File: config.mk
export PLATFORM = sky130hd
export DESIGN_NAME = kbd_in_port
export DESIGN_NICKNAME = d
export VERILOG_FILES = /design/src/rtl/kbd_in_pkg.sv /design/src/rtl/kbd_edge_det.sv /design/src/rtl/kbd_code_reg.sv /design/src/rtl/kbd_flags.sv /design/src/rtl/kbd_rdata_mux.sv /design/src/rtl/kbd_in_port.sv
export SDC_FILE = /design/constraint.sdc
export NUM_CORES = 1
export LEC_CHECK = 0
export CELL_PAD_IN_SITES_DETAIL_PLACEMENT = 1
export CELL_PAD_IN_SITES_GLOBAL_PLACEMENT = 2
export CORE_UTILIZATION = 16
export DETAILED_ROUTE_END_ITERATION = 8
export PLACE_DENSITY = 0.82
export RECOVER_POWER = 25
export REMOVE_ABC_BUFFERS = 1
export SLEW_MARGIN = 20
export SYNTH_ARGS = -nofsm -noshare
export SYNTH_HDL_FRONTEND = slang
export SYNTH_HIERARCHICAL = 1
export SYNTH_SLANG_ARGS = --single-unit
File: constraint.sdc
create_clock -name clk_i -period 3 [get_ports clk_i]
set_input_delay 0.3 -clock clk_i [delete_from_list [all_inputs] [get_ports clk_i]]
set_output_delay 0.3 -clock clk_i [all_outputs]
set_load 0.02 [all_outputs]
File: src/rtl/kbd_in_pkg.sv
package kbd_in_pkg;
  localparam int unsigned BUS_W   = 32;
  localparam int unsigned CODE_W  = 8;
  localparam int unsigned RDY_BIT = 0;
  localparam int unsigned ERR_BIT = 6;
  localparam int unsigned IE_BIT  = 7;

  typedef struct packed {
    logic ready;
    logic err;
    logic ie;
  } kbd_flags_t;
endpackage

File: src/rtl/kbd_edge_det.sv
module kbd_edge_det (
  input  logic clk_i,
  input  logic rst_ni,
  input  logic level_i,
  output logic rise_o
);
  logic level_q;

  always_ff @(posedge clk_i or negedge rst_ni) begin
    if (!rst_ni) level_q <= 1'b0;
    else         level_q <= level_i;
  end

  assign rise_o = level_i & ~level_q;

  // a held level yields no second edge
  p_single_edge_r4: assert property (@(posedge clk_i) disable iff (!rst_ni)
    rise_o |=> !rise_o);
endmodule

File: src/rtl/kbd_code_reg.sv
module kbd_code_reg #(
  parameter int unsigned W = 8
) (
  input  logic         clk_i,
  input  logic         rst_ni,
  input  logic         load_i,
  input  logic [W-1:0] code_i,
  output logic [W-1:0] code_o
);
  always_ff @(posedge clk_i or negedge rst_ni) begin
    if (!rst_ni)     code_o <= '0;
    else if (load_i) code_o <= code_i;
  end

  p_code_hold_r1: assert property (@(posedge clk_i) disable iff (!rst_ni)
    !load_i |=> $stable(code_o));
  p_code_load_r3: assert property (@(posedge clk_i) disable iff (!rst_ni)
    load_i |=> code_o == $past(code_i));
endmodule

File: src/rtl/kbd_flags.sv
module kbd_flags (
  input  logic                    clk_i,
  input  logic                    rst_ni,
  input  logic                    rise_i,
  input  logic                    ack_i,
  input  logic                    ie_we_i,
  input  logic                    ie_d_i,
  output kbd_in_pkg::kbd_flags_t  flags_o
);
  kbd_in_pkg::kbd_flags_t q;

  always_ff @(posedge clk_i or negedge rst_ni) begin
    if (!rst_ni) begin
      q <= '0;
    end else begin
      if (rise_i) begin
        q.err   <= q.ready;   // sample before update
        q.ready <= 1'b1;
      end else if (ack_i) begin
        q.err   <= 1'b0;
        q.ready <= 1'b0;
      end
      if (ie_we_i) q.ie <= ie_d_i;
    end
  end

  assign flags_o = q;

  p_rdy_set_r3: assert property (@(posedge clk_i) disable iff (!rst_ni)
    rise_i |=> flags_o.ready);
  p_err_set_r5: assert property (@(posedge clk_i) disable iff (!rst_ni)
    (rise_i && flags_o.ready) |=> flags_o.err);
  p_err_clean_r5: assert property (@(posedge clk_i) disable iff (!rst_ni)
    (rise_i && !flags_o.ready) |=> !flags_o.err);
  p_ack_clr_r6: assert property (@(posedge clk_i) disable iff (!rst_ni)
    (ack_i && !rise_i) |=> (!flags_o.ready && !flags_o.err));
  p_ie_hold_r7: assert property (@(posedge clk_i) disable iff (!rst_ni)
    !ie_we_i |=> $stable(flags_o.ie));
  p_err_implies_rdy_r5: assert property (@(posedge clk_i) disable iff (!rst_ni)
    flags_o.err |-> flags_o.ready);
endmodule

File: src/rtl/kbd_rdata_mux.sv
module kbd_rdata_mux #(
  parameter int unsigned BUS_W  = 32,
  parameter int unsigned CODE_W = 8
) (
  input  logic                   rd_i,
  input  logic                   sel_i,
  input  logic [CODE_W-1:0]      code_i,
  input  kbd_in_pkg::kbd_flags_t flags_i,
  output logic [BUS_W-1:0]       rdata_o
);
  always_comb begin
    rdata_o = '0;
    if (rd_i) begin
      if (sel_i) begin
        rdata_o[kbd_in_pkg::RDY_BIT] = flags_i.ready;
        rdata_o[kbd_in_pkg::ERR_BIT] = flags_i.err;
        rdata_o[kbd_in_pkg::IE_BIT]  = flags_i.ie;
      end else begin
        rdata_o[CODE_W-1:0] = code_i;
      end
    end
  end
endmodule

File: src/rtl/kbd_in_port.sv
module kbd_in_port
  import kbd_in_pkg::*;
#(
  parameter int unsigned DATA_W = BUS_W,
  parameter int unsigned KEY_W  = CODE_W
) (
  input  logic              clk_i,
  input  logic              rst_ni,
  input  logic              key_strobe_i,
  input  logic [KEY_W-1:0]  key_code_i,
  input  logic              reg_sel_i,
  input  logic              rd_i,
  input  logic              wr_i,
  input  logic [DATA_W-1:0] wdata_i,
  output logic [DATA_W-1:0] rdata_o,
  output logic              irq_o
);
  logic             rise;
  logic             ack;
  logic             ie_we;
  logic [KEY_W-1:0] code_q;
  kbd_flags_t       flags;

  assign ack   = rd_i & ~reg_sel_i;
  assign ie_we = wr_i & reg_sel_i;

  kbd_edge_det u_edge (
    .clk_i   (clk_i),
    .rst_ni  (rst_ni),
    .level_i (key_strobe_i),
    .rise_o  (rise)
  );

  kbd_code_reg #(.W(KEY_W)) u_code (
    .clk_i  (clk_i),
    .rst_ni (rst_ni),
    .load_i (rise),
    .code_i (key_code_i),
    .code_o (code_q)
  );

  kbd_flags u_flags (
    .clk_i   (clk_i),
    .rst_ni  (rst_ni),
    .rise_i  (rise),
    .ack_i   (ack),
    .ie_we_i (ie_we),
    .ie_d_i  (wdata_i[IE_BIT]),
    .flags_o (flags)
  );

  kbd_rdata_mux #(.BUS_W(DATA_W), .CODE_W(KEY_W)) u_mux (
    .rd_i    (rd_i),
    .sel_i   (reg_sel_i),
    .code_i  (code_q),
    .flags_i (flags),
    .rdata_o (rdata_o)
  );

  assign irq_o = flags.ie & flags.ready;

  // keypress beats acknowledge
  p_collide_r10: assert property (@(posedge clk_i) disable iff (!rst_ni)
    (ack && rise) |=> (flags.ready && code_q == $past(key_code_i)));
  p_idle_bus_r2: assert property (@(posedge clk_i) disable iff (!rst_ni)
    !rd_i |-> rdata_o == '0);
endmodule

=== Word-level counts from Yosys, hierarchy flattened ===
Cells that the tools add are included.

* Word-level logic and storage cells: 18
* Output and inout port bits: 33
* Bits in registers: 12
* Input port bits: 46

* Mux-type cells: 6
* Reductions and logical operators: 1
* Bitwise gates (word level): 6

{| class="wikitable"
|+ Operator list
! kind !! number
|-
| 8-bit 2-to-1 mux || 1
|-
| 2-bit 2-to-1 mux || 3
|-
| 5-bit 2-to-1 mux || 1
|-
| 1-bit AND || 4
|-
| 1-bit inverter || 2
|-
| 2-bit nonzero test || 1
|-
| 1-bit 2-to-1 mux || 1
|}

=== Longest topological paths before layout ===
* Word-level depth: 4
* Gate-level depth with buffers: 3
* Depth with buffers taken out: 3

=== Hierarchy ===
Netlist, hierarchy kept.

{| class="wikitable"
|+ Modules (own cells, without submodules)
! module !! area an instance (µm²) !! seq. area each (µm²) !! times used !! cells an instance
|-
| kbd_code_reg || 331.6 || 200.2 || 1 || 17
|-
| kbd_rdata_mux || 272.8 || 0.0 || 1 || 37
|-
| kbd_flags || 113.9 || 75.1 || 1 || 8
|-
| kbd_edge_det || 38.8 || 25.0 || 1 || 2
|-
| kbd_in_port || 22.5 || 0.0 || 1 || 3
|}

=== Worst setup path before layout ===
Ideal clock, no wire load.

* Path kind: reg2reg
* From: register u_edge.level_q
* To: register u_code.code_o[0]
* Library setup time: 0.125 ns
* Period minus slack after synthesis: 1.086 ns
* Cell stages (with the launch flop): 4
* Required time: 2.875 ns
* Path buffers: 1
* Data arrival time: 0.961 ns
* Path slack: 1.914 ns
* Cell sequence: dfrtp_1 -> nor2b_4 -> buf_6 -> mux2_4

* Word-level cells in the longest chain between the ends: 2

{| class="wikitable"
|+ RTL lines
! item !! RTL line !! source
|-
| start: declaration || kbd_edge_det.sv:7 || <nowiki>logic level_q;</nowiki>
|-
| start signal: assignment || kbd_edge_det.sv:11 || <nowiki>else level_q <= level_i;</nowiki>
|-
| 1-bit inverter || kbd_edge_det.sv:14 || <nowiki>assign rise_o = level_i & ~level_q;</nowiki>
|-
| 1-bit AND || kbd_edge_det.sv:14 ||
|-
| named net rise || kbd_in_port.sv:18 || <nowiki>logic rise;</nowiki>
|-
| end signal: assignment || kbd_code_reg.sv:12 || <nowiki>else if (load_i) code_o <= code_i;</nowiki>
|-
| end: declaration || kbd_code_reg.sv:8 || <nowiki>output logic [W-1:0] code_o</nowiki>
|}

The timed path passes the listed nets, and every way through them passes these cells.
A chain may end at the register's enable or synchronous reset.

=== Final worst setup path ===
* From: input reg_sel_i
* To: output rdata_o[4]

* Word-level cells in the longest chain between the ends: 2

{| class="wikitable"
|+ RTL lines
! item !! RTL line !! source
|-
| start: declaration || kbd_in_port.sv:11 || <nowiki>input logic reg_sel_i,</nowiki>
|-
| 5-bit 2-to-1 mux || kbd_rdata_mux.sv:14 || <nowiki>if (sel_i) begin</nowiki>
|-
| 8-bit 2-to-1 mux || kbd_rdata_mux.sv:13 || <nowiki>if (rd_i) begin</nowiki>
|-
| end: declaration || kbd_in_port.sv:15 || <nowiki>output logic [DATA_W-1:0] rdata_o,</nowiki>
|}

No other way between the ends.

==> impl_results.md <==
* Status: completed
* Chip height at between 70 and 80 µm
* Chip width at a little over 70 µm
* Clk sinks at 12
* Skew-Pair Late Insertion Delay at roughly 0.23 ns
* Count of final setup violators at 0
* Async set or reset register ratio after synthesis at 100%
* Vias in the first global route at roughly 490
* Fin worst setup slack at around 0.8 ns
* Root Buffer Master: clkbuf_8
* Final wirelength at about 1.5 mm
* Setup CP Type: primary input to output port
* RSZ-0062 raised after global routing: no
* Initial antenna violation count at 0
* Synthesized area at around 780 µm²
* Area grow syn2layout at 30.0%
* Grt met1 use at 6.71%
* Register area share after synthesis at 38.5%
* Post-Syn Instances at 67
* Slew HR at between 60% and 70%
* DP Area at about 970 µm²
* Top_reg_cell synth: dfrtp_1
* Max Cap Violations at 0
* Top cell type's share of synthesized area at 38.5%
* Clock transition at path regs at approximately 0.05 ns
* Switching part of the total power at approximately 28%
* Finished Core Util at 21.6%
* Core footprint at roughly 0.0047 mm²
* Worst Path Max Fanout at 6
* LEAKAGE at ~0.47 nW
* Cell type with the largest total area after synthesis: dfrtp_1
* Switching power of the nets at 0.135 mW
* Fin. Hold Viols at 0
* Post-synth top cells: buf_4 (24), dfrtp_1 (12), mux2_4 (9)
* Startpoint Class: primary input
* IO buf count at 23
* Fin area at just over 0.001 mm²
* Pre-CTS WS at between 0.7 and 0.8 ns
* Gr busiest metal: met2
* Data arrival time of the critical path at ~1.9 ns
* Minimum clock period at between 2 and 2.5 ns
* Postcts setup bufs at 0
* TritonCTS clock tree: built
* N_diodes at 0
* Seq pwr share at about two fifths
* Post-Syn Area per Cell at roughly 12 µm²
* Ports at 79
* Most frequent cell after synthesis: buf_4
* Gpl congestion at 0.669
* CTS H-tree depth at 1
* Slew @ Worst Pin at approximately 0.57 ns
* Post-synthesis register bit count at 12
* HP Class: primary input to async pin
* Post-cts hold buffer count at 0
* Share of layout cells above drive strength 1 at between 10% and 20%
* Logic pwr share at between 20% and 30%
* Final Max Tran Viols at 0
* GR Util met2 at 11.2%
* Total CTS buffers at 3
* Required @ worst endpoint at 2.70 ns
* Post-synth EDFFs at 0
* Total power at ~0.48 mW
* Hpwl dp at roughly 1.2 mm
* Fill count at ~540
* Wire length per cell at 10.4 µm
* Detailed-route via count at about 480
* CTS resizes at 0
* Int Power at around 0.34 mW
* Total gr overflow at 0
* DRT Pass-1 Iters at 4
* First-pass GRT wire length at 2.39 mm
* Most area-consuming cells after synthesis: dfrtp_1 (39%), buf_4 (23%), mux2_4 (17%)
* Pwr dens at 471 mW/mm²
* # rows at 25
* Yosys cell types at 16
* Setup TNS at 0 ns
* Initial Util at approximately 17%
* Layout Skew at between 0.0005 and 0.0006 ns
* Met3 Use GR at 3.52%
* Residual DRC at 0
* Final cycle utilization of the critical path at 73.4%
* Final nets at 139
* CTS max path bufs at 2
* Clock share of power at 29.6%
* Detailed Route Iter0 Violations at 8
* Syn. warnings at 6
* Die ar. at between 0.005 and 0.006 mm²
* CP Capture Type: output port
* Total GRT Usage at between 6 and 7%
* Post-DR vias/cell at roughly 3.3
* Maximum achievable frequency at between 0.4 and 0.5 GHz
* Antenna-violating nets left at 0
* Largest net degree at the start of global routing at 13
* VDD IR-drop max at between 0.00015 and 0.0002 V
## metal layers
metal | wire, µm | vias to the layer above | share of wire, %
met5 | 0 | - | 0
met4 | 0 | 0 | 0
met3 | 159 | 0 | 11
met2 | 766 | 41 | 51
met1 | 588 | 222 | 39
li1 | - | 214 | -
## through the flow
stage               std cells  hold slack, ns
global placement          142           0.488
CTS                       145           0.458
global route              145           0.522
detailed placement        142           0.488
floorplan                  65         0.00441
finish                    145           0.502
## power groups by stage
stage | Clock, mW | Combinational, mW | Sequential, mW
global route | 0.154 | 0.148 | 0.201
floorplan | 0 | 0.0889 | 0.195
global placement | 0 | 0.136 | 0.199
detailed placement | 0 | 0.140 | 0.200
CTS | 0.146 | 0.140 | 0.199
finish | 0.141 | 0.138 | 0.198
## flip-flops by register name, indices dropped and copies added, names as in the netlist
name / cells
u_edge/level_q: 1
u_code/code_o: 8
u_flags/flags_o: 3
## logic make-up (layout without fill, tap and decap cells)
group	after synthesis	count (layout)	synth area share, %
AO/OA/AOI/OAI	2	2	2.09
multiplexers	12	12	21.2
AND/OR/NAND/NOR	14	14	12.7
buffers and inverters	26	27	25.0
flip-flops	12	12	38.5
other	1	24	0.481
## worst max-delay path, stage by stage
cell	delay (ns)
clkdlybuf4s50_1	0.55
nor2b_2	0.28
and2_1	0.17
clkdlybuf4s50_1	0.60
## cell usage in the layout, fill, tap and decap left out
cell type | synthesis | layout
a21o_1 | 1 | 1
a22o_1 | 1 | 1
and2_1 | 6 | 6
and2_2 | 1 | 1
and2b_2 | 1 | 1
clkbuf_8 | 0 | 3
clkdlybuf4s50_1 | 0 | 21
conb_1 | 1 | 24
dfrtp_1 | 12 | 12
dlygate4sd3_1 | 0 | 2
inv_1 | 1 | 1
mux2_4 | 9 | 9
mux2i_1 | 3 | 3
nor2_1 | 1 | 1
nor2b_1 | 3 | 3
nor2b_2 | 1 | 1
nor2b_4 | 1 | 1
## final timing paths
kind	end	slack, ns	cells past startpoint	startpoint
max in group asynchronous	u_code/code_o[6]	2.13	1	rst_ni
min in group clk_i	u_code/code_o[2]	0.51	1	u_code/code_o[2]
hold reg to reg	u_code/code_o[2]	0.51	1	u_code/code_o[2]
setup reg to reg	u_code/code_o[4]	1.78	2	u_edge/level_q
hold / removal	u_code/code_o[1]	0.50	1	rst_ni
setup / recovery	rdata_o[4]	0.80	4	reg_sel_i
## area by class of cell
| type | count | area (µm²) | share of cell area, % |
|---|---|---|---|
| flip-flops and latches | 12 | 300 | 29.6 |
| repair buffers | 23 | 230 | 22.7 |
| inverters | 1 | 3.75 | 0.370 |
| clock buffers | 3 | 41.3 | 4.07 |
| well taps | 54 | 67.6 | 6.67 |
| multi-input cells | 52 | 370 | 36.5 |
(Power assumes the default switching activity.)
